## config.mk

```make
export PLATFORM = sky130hd
export DESIGN_NAME = dram_mux_seq
export DESIGN_NICKNAME = d
export VERILOG_FILES = /design/src/rtl/dram_seq_pkg.sv /design/src/rtl/dram_addr_mux.sv /design/src/rtl/dram_seq_fsm.sv /design/src/rtl/dram_mux_seq.sv
export SDC_FILE = /design/constraint.sdc
export NUM_CORES = 1
export LEC_CHECK = 0
export BUFFER_PORTS_ARGS = -buffer_cell sky130_fd_sc_hd__buf_2
export CELL_PAD_IN_SITES_DETAIL_PLACEMENT = 0
export CELL_PAD_IN_SITES_GLOBAL_PLACEMENT = 1
export CORE_MARGIN = 4
export CORE_UTILIZATION = 43
export CTS_CLUSTER_DIAMETER = 30
export DETAILED_ROUTE_END_ITERATION = 10
export HOLD_SLACK_MARGIN = 0.03
export PLACE_DENSITY = 0.85
export SYNTH_ARGS = -nofsm -noshare
export SYNTH_HDL_FRONTEND = slang
export SYNTH_SLANG_ARGS = --single-unit
```

## constraint.sdc

```tcl
create_clock -name clk_i -period 2.58 [get_ports clk_i]
set_clock_uncertainty 0.05 [all_clocks]
set_input_delay 0.129 -clock clk_i [delete_from_list [all_inputs] [get_ports clk_i]]
set_output_delay 0.129 -clock clk_i [all_outputs]
set_load 0.01 [all_outputs]
```

## src/rtl/dram_seq_pkg.sv

```systemverilog
package dram_seq_pkg;
  typedef enum logic [2:0] {
    ST_IDLE,
    ST_ROW_SU,
    ST_ROW_HD,
    ST_COL_SU,
    ST_ACTIVE,
    ST_PRECH
  } seq_state_e;
endpackage

```

## src/rtl/dram_addr_mux.sv

```systemverilog
module dram_addr_mux #(
  parameter int unsigned ADDR_W = 20,
  localparam int unsigned MA_W = ADDR_W / 2
) (
  input  logic              clk_i,
  input  logic              rst_ni,
  input  logic              capture_i,
  input  logic              col_sel_i,
  input  logic [ADDR_W-1:0] addr_i,
  output logic [MA_W-1:0]   mem_addr_o
);
  logic [ADDR_W-1:0] lat_q, lat_d;
  logic [MA_W-1:0]   ma_q;

  assign lat_d = capture_i ? addr_i : lat_q;

  always_ff @(posedge clk_i or negedge rst_ni) begin
    if (!rst_ni) begin
      lat_q <= '0;
      ma_q  <= '0;
    end else begin
      lat_q <= lat_d;
      ma_q  <= col_sel_i ? lat_d[ADDR_W-1:MA_W] : lat_d[MA_W-1:0];
    end
  end

  assign mem_addr_o = ma_q;

  AST_CAPTURE_ROW: assert property (@(posedge clk_i) disable iff (!rst_ni)
    (capture_i && !col_sel_i) |=> mem_addr_o == $past(addr_i[MA_W-1:0]));
endmodule

```

## src/rtl/dram_seq_fsm.sv

```systemverilog
module dram_seq_fsm #(
  parameter int unsigned T_ROW_SETUP = 1,
  parameter int unsigned T_ROW_HOLD  = 1,
  parameter int unsigned T_COL_SETUP = 1,
  parameter int unsigned T_PRECHARGE = 3
) (
  input  logic clk_i,
  input  logic rst_ni,
  input  logic host_stb_i,
  output logic capture_o,
  output logic col_sel_o,
  output logic row_stb_o,
  output logic col_stb_o,
  output logic busy_o
);
  import dram_seq_pkg::*;

  localparam int unsigned T_SUM = T_ROW_SETUP + T_ROW_HOLD + T_COL_SETUP + T_PRECHARGE;
  localparam int unsigned CNT_W = $clog2(T_SUM + 1);
  localparam int unsigned GAP   = T_PRECHARGE + T_ROW_SETUP;
  localparam int unsigned GAP_W = $clog2(GAP + 1);

  seq_state_e       state_q, state_d;
  logic [CNT_W-1:0] cnt_q, cnt_d;
  logic             pend_q, pend_d;
  logic             stb_q, rise;
  logic             row_q, col_q, busy_q;

  assign rise = host_stb_i & ~stb_q;

  always_comb begin
    state_d = state_q;
    cnt_d   = cnt_q + 1'b1;
    pend_d  = pend_q;
    unique case (state_q)
      ST_IDLE: begin
        cnt_d = '0;
        if (rise) state_d = ST_ROW_SU;
      end
      ST_ROW_SU:
        if (cnt_q == CNT_W'(T_ROW_SETUP - 1)) begin
          state_d = ST_ROW_HD;
          cnt_d   = '0;
        end
      ST_ROW_HD:
        if (cnt_q == CNT_W'(T_ROW_HOLD - 1)) begin
          state_d = ST_COL_SU;
          cnt_d   = '0;
        end
      ST_COL_SU:
        if (cnt_q == CNT_W'(T_COL_SETUP - 1)) begin
          state_d = ST_ACTIVE;
          cnt_d   = '0;
        end
      ST_ACTIVE: begin
        cnt_d = '0;
        if (!host_stb_i) state_d = ST_PRECH;
      end
      ST_PRECH: begin
        if (rise) pend_d = 1'b1;
        if (cnt_q == CNT_W'(T_PRECHARGE - 1)) begin
          cnt_d   = '0;
          pend_d  = 1'b0;
          state_d = (pend_q | rise) ? ST_ROW_SU : ST_IDLE;
        end
      end
      default: begin
        state_d = ST_IDLE;
        cnt_d   = '0;
      end
    endcase
  end

  // capture on a fresh strobe only when no access is on the bus
  assign capture_o = rise & ((state_q == ST_IDLE) | (state_q == ST_PRECH));
  assign col_sel_o = (state_d == ST_COL_SU) | (state_d == ST_ACTIVE);

  always_ff @(posedge clk_i or negedge rst_ni) begin
    if (!rst_ni) begin
      state_q <= ST_IDLE;
      cnt_q   <= '0;
      pend_q  <= 1'b0;
      stb_q   <= 1'b0;
      row_q   <= 1'b0;
      col_q   <= 1'b0;
      busy_q  <= 1'b0;
    end else begin
      state_q <= state_d;
      cnt_q   <= cnt_d;
      pend_q  <= pend_d;
      stb_q   <= host_stb_i;
      row_q   <= (state_d == ST_ROW_HD) | (state_d == ST_COL_SU) | (state_d == ST_ACTIVE);
      col_q   <= (state_d == ST_ACTIVE);
      busy_q  <= (state_d != ST_IDLE);
    end
  end

  assign row_stb_o = row_q;
  assign col_stb_o = col_q;
  assign busy_o    = busy_q;

  // gap tracker: cycles with row strobe low since it last fell
  logic [GAP_W-1:0] gap_q;
  logic             seen_q;
  always_ff @(posedge clk_i or negedge rst_ni) begin
    if (!rst_ni) begin
      gap_q  <= '0;
      seen_q <= 1'b0;
    end else begin
      seen_q <= seen_q | row_q;
      if (row_q) gap_q <= '0;
      else if (gap_q != GAP_W'(GAP)) gap_q <= gap_q + 1'b1;
    end
  end

  AST_COL_NEEDS_ROW: assert property (@(posedge clk_i) disable iff (!rst_ni)
    col_stb_o |-> row_stb_o);
  AST_HOLD_OPEN: assert property (@(posedge clk_i) disable iff (!rst_ni)
    (col_stb_o && host_stb_i) |=> (col_stb_o && row_stb_o));
  AST_RELEASE: assert property (@(posedge clk_i) disable iff (!rst_ni)
    (col_stb_o && !host_stb_i) |=> (!col_stb_o && !row_stb_o && busy_o));
  AST_IDLE_QUIET: assert property (@(posedge clk_i) disable iff (!rst_ni)
    !busy_o |-> (!row_stb_o && !col_stb_o));
  AST_PRECHARGE_GAP: assert property (@(posedge clk_i) disable iff (!rst_ni)
    ($rose(row_stb_o) && seen_q) |-> gap_q >= GAP_W'(GAP));
endmodule

```

## src/rtl/dram_mux_seq.sv

```systemverilog
module dram_mux_seq #(
  parameter int unsigned ADDR_W      = 20,
  parameter int unsigned T_ROW_SETUP = 1,
  parameter int unsigned T_ROW_HOLD  = 1,
  parameter int unsigned T_COL_SETUP = 1,
  parameter int unsigned T_PRECHARGE = 3,
  localparam int unsigned MA_W = ADDR_W / 2
) (
  input  logic              clk_i,
  input  logic              rst_ni,
  input  logic              host_stb_i,
  input  logic [ADDR_W-1:0] addr_i,
  output logic [MA_W-1:0]   mem_addr_o,
  output logic              row_stb_o,
  output logic              col_stb_o,
  output logic              busy_o
);
  logic capture, col_sel;

  dram_seq_fsm #(
    .T_ROW_SETUP(T_ROW_SETUP),
    .T_ROW_HOLD (T_ROW_HOLD),
    .T_COL_SETUP(T_COL_SETUP),
    .T_PRECHARGE(T_PRECHARGE)
  ) u_fsm (
    .clk_i     (clk_i),
    .rst_ni    (rst_ni),
    .host_stb_i(host_stb_i),
    .capture_o (capture),
    .col_sel_o (col_sel),
    .row_stb_o (row_stb_o),
    .col_stb_o (col_stb_o),
    .busy_o    (busy_o)
  );

  dram_addr_mux #(.ADDR_W(ADDR_W)) u_mux (
    .clk_i     (clk_i),
    .rst_ni    (rst_ni),
    .capture_i (capture),
    .col_sel_i (col_sel),
    .addr_i    (addr_i),
    .mem_addr_o(mem_addr_o)
  );

  AST_ROW_SETTLED: assert property (@(posedge clk_i) disable iff (!rst_ni)
    $rose(row_stb_o) |-> $stable(mem_addr_o));
  AST_COL_SETTLED: assert property (@(posedge clk_i) disable iff (!rst_ni)
    $rose(col_stb_o) |-> $stable(mem_addr_o));
endmodule

```

# [After elaboration in Yosys (flattened, before gate mapping)]
# Index checks and enable logic that the tools add are counted.
[totals] reg_bits=41 inputBits=23 out_inout_bits=13 wordCells=48
[classes] eq_ne=9 reduce_logical=6 mux=15 bitwise=8 addsub=1
[op_table] cell="$mux W3" count=8
[op_table] cell="$mux W20" count=1
[op_table] cell="$pmux W3 S6" count=1
[op_table] cell="$eq A3 B2 Y1 const B" count=5
[op_table] cell="$mux W10" count=1
[op_table] cell="$eq A3 B3 Y1 const B" count=3
[op_table] cell="$logic_not A3 Y1" count=2
[op_table] cell="$pmux W3 S2" count=1
[op_table] cell="$or A1 B1 Y1" count=5
[op_table] cell="$add A3 B1 Y3 const B" count=1
[op_table] cell="$eq A3 B1 Y1 const B" count=1
[op_table] cell="$mux W1" count=3
[op_table] cell="$reduce_bool A3 Y1" count=1
[op_table] cell="$reduce_or A3 Y1" count=1
[op_table] cell="$and A1 B1 Y1" count=2
[op_table] cell="$reduce_and A2 Y1" count=1
[op_table] cell="$reduce_bool A2 Y1" count=1
[op_table] cell="$not A1 Y1" count=1

# [Depth between registers and ports, before layout]
[depth] ltp_word=9 ltp_mapped=7 depth_no_buf=7

# [By module]
# From an unflattened synthesis, not the netlist that was laid out.
[hier_totals] cells_unflattened=119 area_unflattened_um2=1840.5
[by_module_without_submodules] module="dram_addr_mux" area_per_inst_um2=1252.5 cells_per_inst=64 instances=1 seq_area_each_um2=750.7
[by_module_without_submodules] module="dram_seq_fsm" area_per_inst_um2=588.1 cells_per_inst=55 instances=1 seq_area_each_um2=275.3

# [Least setup slack after synthesis]
# OpenSTA, ideal clock, no wires.
[synth_timing] path_type="reg-to-reg" start="reg u_fsm.cnt_q[0]" end="reg u_mux.ma_q[0], in the netlist u_mux.mem_addr_o[0]" slack_ns=0.387 arrival_ns=2.019 synth_period_minus_slack_ns=2.193 required_ns=2.405 setup_ns=0.125 path_buffers=0 path_stages_with_launch=7 cell_sequence="dfrtp_1 > inv_1 > ha_1 > or3b_1 > and3_4 > o31ai_4 > mux2_2"
[synth_via] elab_chain_len=6 word_cells_on_any_way=11 cone_classes="eq/ne: 3; mux: 6; bitwise: 1; reduce/logical: 1"
[synth_lines] item="start: declaration" line="dram_seq_fsm.sv:24" source="logic [CNT_W-1:0] cnt_q, cnt_d;"
[synth_lines] item="start signal: assignment" line="dram_seq_fsm.sv:89" source="cnt_q <= cnt_d;"
[synth_lines] item="$eq A3 B2 Y1 / $logic_not A3 Y1 (equally long branches)"
[synth_lines] item="$mux W3 (on tied branches)"
[synth_lines] item="$pmux W3 S6 *" line="dram_seq_fsm.sv:35" source="unique case (state_q)"
[synth_lines] item="$eq A3 B2 Y1 / $eq A3 B3 Y1 (equally long branches)" line="dram_seq_fsm.sv:76" source="assign col_sel_o = (state_d == ST_COL_SU) | (state_d == ST_ACTIVE);"
[synth_lines] item="$or A1 B1 Y1 *" line="dram_seq_fsm.sv:76"
[synth_lines] item="$mux W10 *" line="dram_addr_mux.sv:23" source="ma_q <= col_sel_i ? lat_d[ADDR_W-1:MA_W] : lat_d[MA_W-1:0];"
[synth_lines] item="end signal: assignment" line="dram_addr_mux.sv:23"
[synth_lines] item="end: declaration" line="dram_addr_mux.sv:13" source="logic [MA_W-1:0] ma_q;"
# Every way passes the cells marked *; elsewhere a longest branch is shown, timed or not.
# A chain may end at the register's enable or synchronous reset.

# [Worst setup path after layout]
[layout_timing] start="reg u_fsm.cnt_q[0]" end="reg u_mux.ma_q[5], in the netlist u_mux.mem_addr_o[5]"
# Same word-level chain as after synthesis.

==> impl_metrics.tcl <==
set metrics [dict create \
    ioPinCount 36 \
    synthDistinctLibCells 29 \
    yosysSeqAreaShare_pct 58.8 \
    slew-limit-headroom_pct 41.7 \
    synthCells 118 \
    end_kind "flop" \
    worstMarginPinSlew_ps 874 \
    avgSynthCellArea_um2 14.8 \
    regArea_um2 1030 \
    synth_adder_area_share_pct 2.15 \
    yosys_warnings 0 \
    slew_viol_final 0 \
    setup_violations 0 \
    gp_congestion 0.770 \
    hold_class "primary input to flop" \
    n_antenna_cell 0 \
    syn_area_um2 1750 \
    post_layout_nonfiller_instances 208 \
    place_ws_ps 113 \
    min-delay-start "addr_i[6]" \
    cts_tree "done" \
    drc_errors 0 \
    drtIter0Drc 58 \
    path_max_fanout 10 \
    postRouteAntennaNets 0 \
    period_needed_ps 2410 \
    dp.cells 197 \
    fin_area_um2 2090 \
    synth_xor_area_share_pct 2.01 \
    fp.dieW_um 71.7 \
    r2r_setup_slack_ps 170 \
    wl_met3_um 166 \
    dr.pass1.iters 4 \
    hold_violations 0 \
    placementRows 22 \
    port_buffers 35 \
    cts_max_level 2 \
    status "completed" \
    critPathLaunchType "flop" \
    cts_resized 0 \
    wirelength_um 2930 \
    postPlaceCellArea_um2 1940 \
    worstPathRequired_ps 2700 \
    peakVddDrop_uv 488 \
    wl_met2_um 1590 \
    grt_pass1_vias 1125 \
    cellPowerDensity_nw_per_um2 1260 \
    rsz0062_at_grt "no" \
    n_fill_cell 342 \
    syn_nets 144 \
    vias 991 \
    via_per_inst 4.76 \
    clockBufferDepth 2 \
    wl_per_cell_um 14.1 \
    synth_top_family_by_area "multiplexers" \
    timing.rr.start "u_fsm.cnt_q[0]" \
    clock-sinks 41 \
    synth-simple-area-share_pct 8.10 \
    core_area_um2 3800 \
    whs_path_depth 2 \
    muxShareOfSynthArea_pct 19.9 \
    antenna_found_initial 0 \
    synth_seq_cells 41 \
    timing.rr.end "u_mux.mem_addr_o[5]" \
    power_leakage_uw 0.000971 \
    finalCritPeriodShare_pct 93.5 \
    die_h_um 71.7 \
    grt_max_degree 42 \
    synth_compound_area_share_pct 5.16 \
    nNetsFinal 185 \
    die_area_um2 5140 \
    start_util_pct 45.9 \
    multi_input_comb_area_um2 652 \
    fin_ws_ps 167 \
    clk_pin_slew_ps 80 \
    rr_worst_depth 6 \
    grt_pass1_wl_um 5040 \
    synthToLayoutAreaGrowth_pct 19.5 \
    maxUsedRoutingLayer "met4" \
    tns_ps 0 \
    clkLatencyLatePin_ps 290 \
    maxCapViolCount 0 \
    overflow 0 \
    grt_usage_pct 12.8 \
    drive_gt1_share_pct 51.9 \
    holdPathEnd "u_mux.lat_q[6]" \
    fmax_mhz 414 \
    cts_buffers 5 \
    critical_path_arrival_ps 2530 \
    met1Wirelength_um 1130 \
    crit_type "flop to flop" \
    root_buffer "clkbuf_8" \
]
==> layout by cell type (no fill, tap or decap), drive strengths merged, types with 2 or more instances in the layout <==
| cell | synthesis | layout |
|---|---|---|
| nand2 | 2 | 2 |
| nand3b | 2 | 2 |
| a31oi | 2 | 2 |
| dfrtp | 41 | 41 |
| buf | 5 | 36 |
| xnor2 | 3 | 3 |
| nor2b | 3 | 3 |
| ha | 3 | 3 |
| mux2 | 30 | 30 |
| or3b | 2 | 2 |
| nor2 | 5 | 5 |
| inv | 4 | 4 |
| clkbuf | 0 | 6 |
| or2 | 2 | 2 |
| dlygate4sd3 | 0 | 3 |
| and2b | 2 | 2 |
==> power by group <==
group / total (µW) / internal (µW) / switching (µW)
Sequential: 1080 / 946 / 132
Combinational: 1020 / 559 / 460
Clock: 523 / 314 / 209
==> synthesized netlist by cell type <==
cell,instances,area share [%]
o2111ai_1,1,0.50
nor3_1,1,0.29
inv_1,4,0.86
and3_4,1,0.65
or3b_1,1,0.50
mux2i_1,1,0.57
and2b_2,2,1.0
a31oi_1,2,0.72
a32oi_1,1,0.50
o21ai_0,1,0.29
nand2_1,2,0.43
or3_1,1,0.36
nand3b_1,2,0.86
o31ai_4,1,1.2
o211ai_1,1,0.43
ha_1,3,2.2
buf_6,4,2.6
buf_4,1,0.43
xor2_1,1,0.50
nor2b_1,2,0.72
mux2_2,30,19
or2_2,2,0.72
dfrtp_1,41,59
o311ai_4,1,1.5
xnor2_1,3,1.5
nor2b_2,1,0.50
nand2b_1,1,0.36
nor2_1,5,1.1
or3b_4,1,0.65
==> stage by stage <==
| step | power, µW | hold slack, ps | util [%] |
|---|---|---|---|
| floorplan | 1880 | -217 | - |
| global placement | 2060 | 219 | 51.0 |
| detailed placement | 2130 | 223 | 51.0 |
| CTS | 2660 | 33.2 | 54.9 |
| global route | 2810 | 32.7 | 54.9 |
| finish | 2620 | 39.2 | 54.9 |
==> critical path, cell delays in order (launching register included) <==
cell	delay (ps)
dfrtp_1	400
inv_1	90
ha_1	200
or3b_1	400
and3_4	220
o31ai_4	540
mux2_2	400
==> repair_timing <==
item / in CTS / in global routing
setup buffers: 0 / 0
hold endpoints to repair: 43 / 0
endpoints found under the setup margin: 0 / 1
hold buffers: 3 / 0
==> worst max-delay path by stage <==
stage	endpoint	slack [ps]	depth (start not counted)	from
finish	u_mux.mem_addr_o[5]	170	6	u_fsm.cnt_q[0]
floorplan	u_mux.mem_addr_o[0]	390	6	u_fsm.cnt_q[0]
CTS	u_mux.mem_addr_o[1]	120	6	u_fsm.cnt_q[0]
global route	u_mux.mem_addr_o[0]	20	6	u_fsm.cnt_q[0]
detailed placement	u_mux.mem_addr_o[1]	110	6	u_fsm.cnt_q[0]
global placement	u_mux.mem_addr_o[2]	190	6	u_fsm.cnt_q[0]
==> cells by family (layout without fill, tap and decap cells) <==
family	count (synthesis)	after routing
flops	41	41
mux	31	31
simple gates	22	22
buf+inv	9	51
compound gates	8	8
xor+xnor	4	4
fa+ha+maj	3	3
==> sequential cells by signal, indices dropped and copies added (netlist names) <==
| name | count |
|---|---|
| u_fsm.pend_q | 1 |
| u_mux.mem_addr_o | 10 |
| u_fsm.state_q | 3 |
| u_fsm.col_stb_o | 1 |
| u_fsm.cnt_q | 3 |
| u_mux.lat_q | 20 |
| u_fsm.busy_o | 1 |
| u_fsm.stb_q | 1 |
| u_fsm.row_stb_o | 1 |
==> routing by layer <==
layer	vias to the layer above	track usage, %
met5	-	0
met4	0	5.64
met3	5	3.37
met2	25	23.0
met1	471	14.0
li1	490	-
==> cell type report <==
type	instances	area share, %
flip-flops and latches	41	49.2
multi-input cells	68	31.3
repair buffers	39	10.2
clock buffers	6	3.96
well taps	48	2.88
clock inverters	2	1.80
inverters	4	0.720
Note: power is estimated with default switching activity, not from simulation.
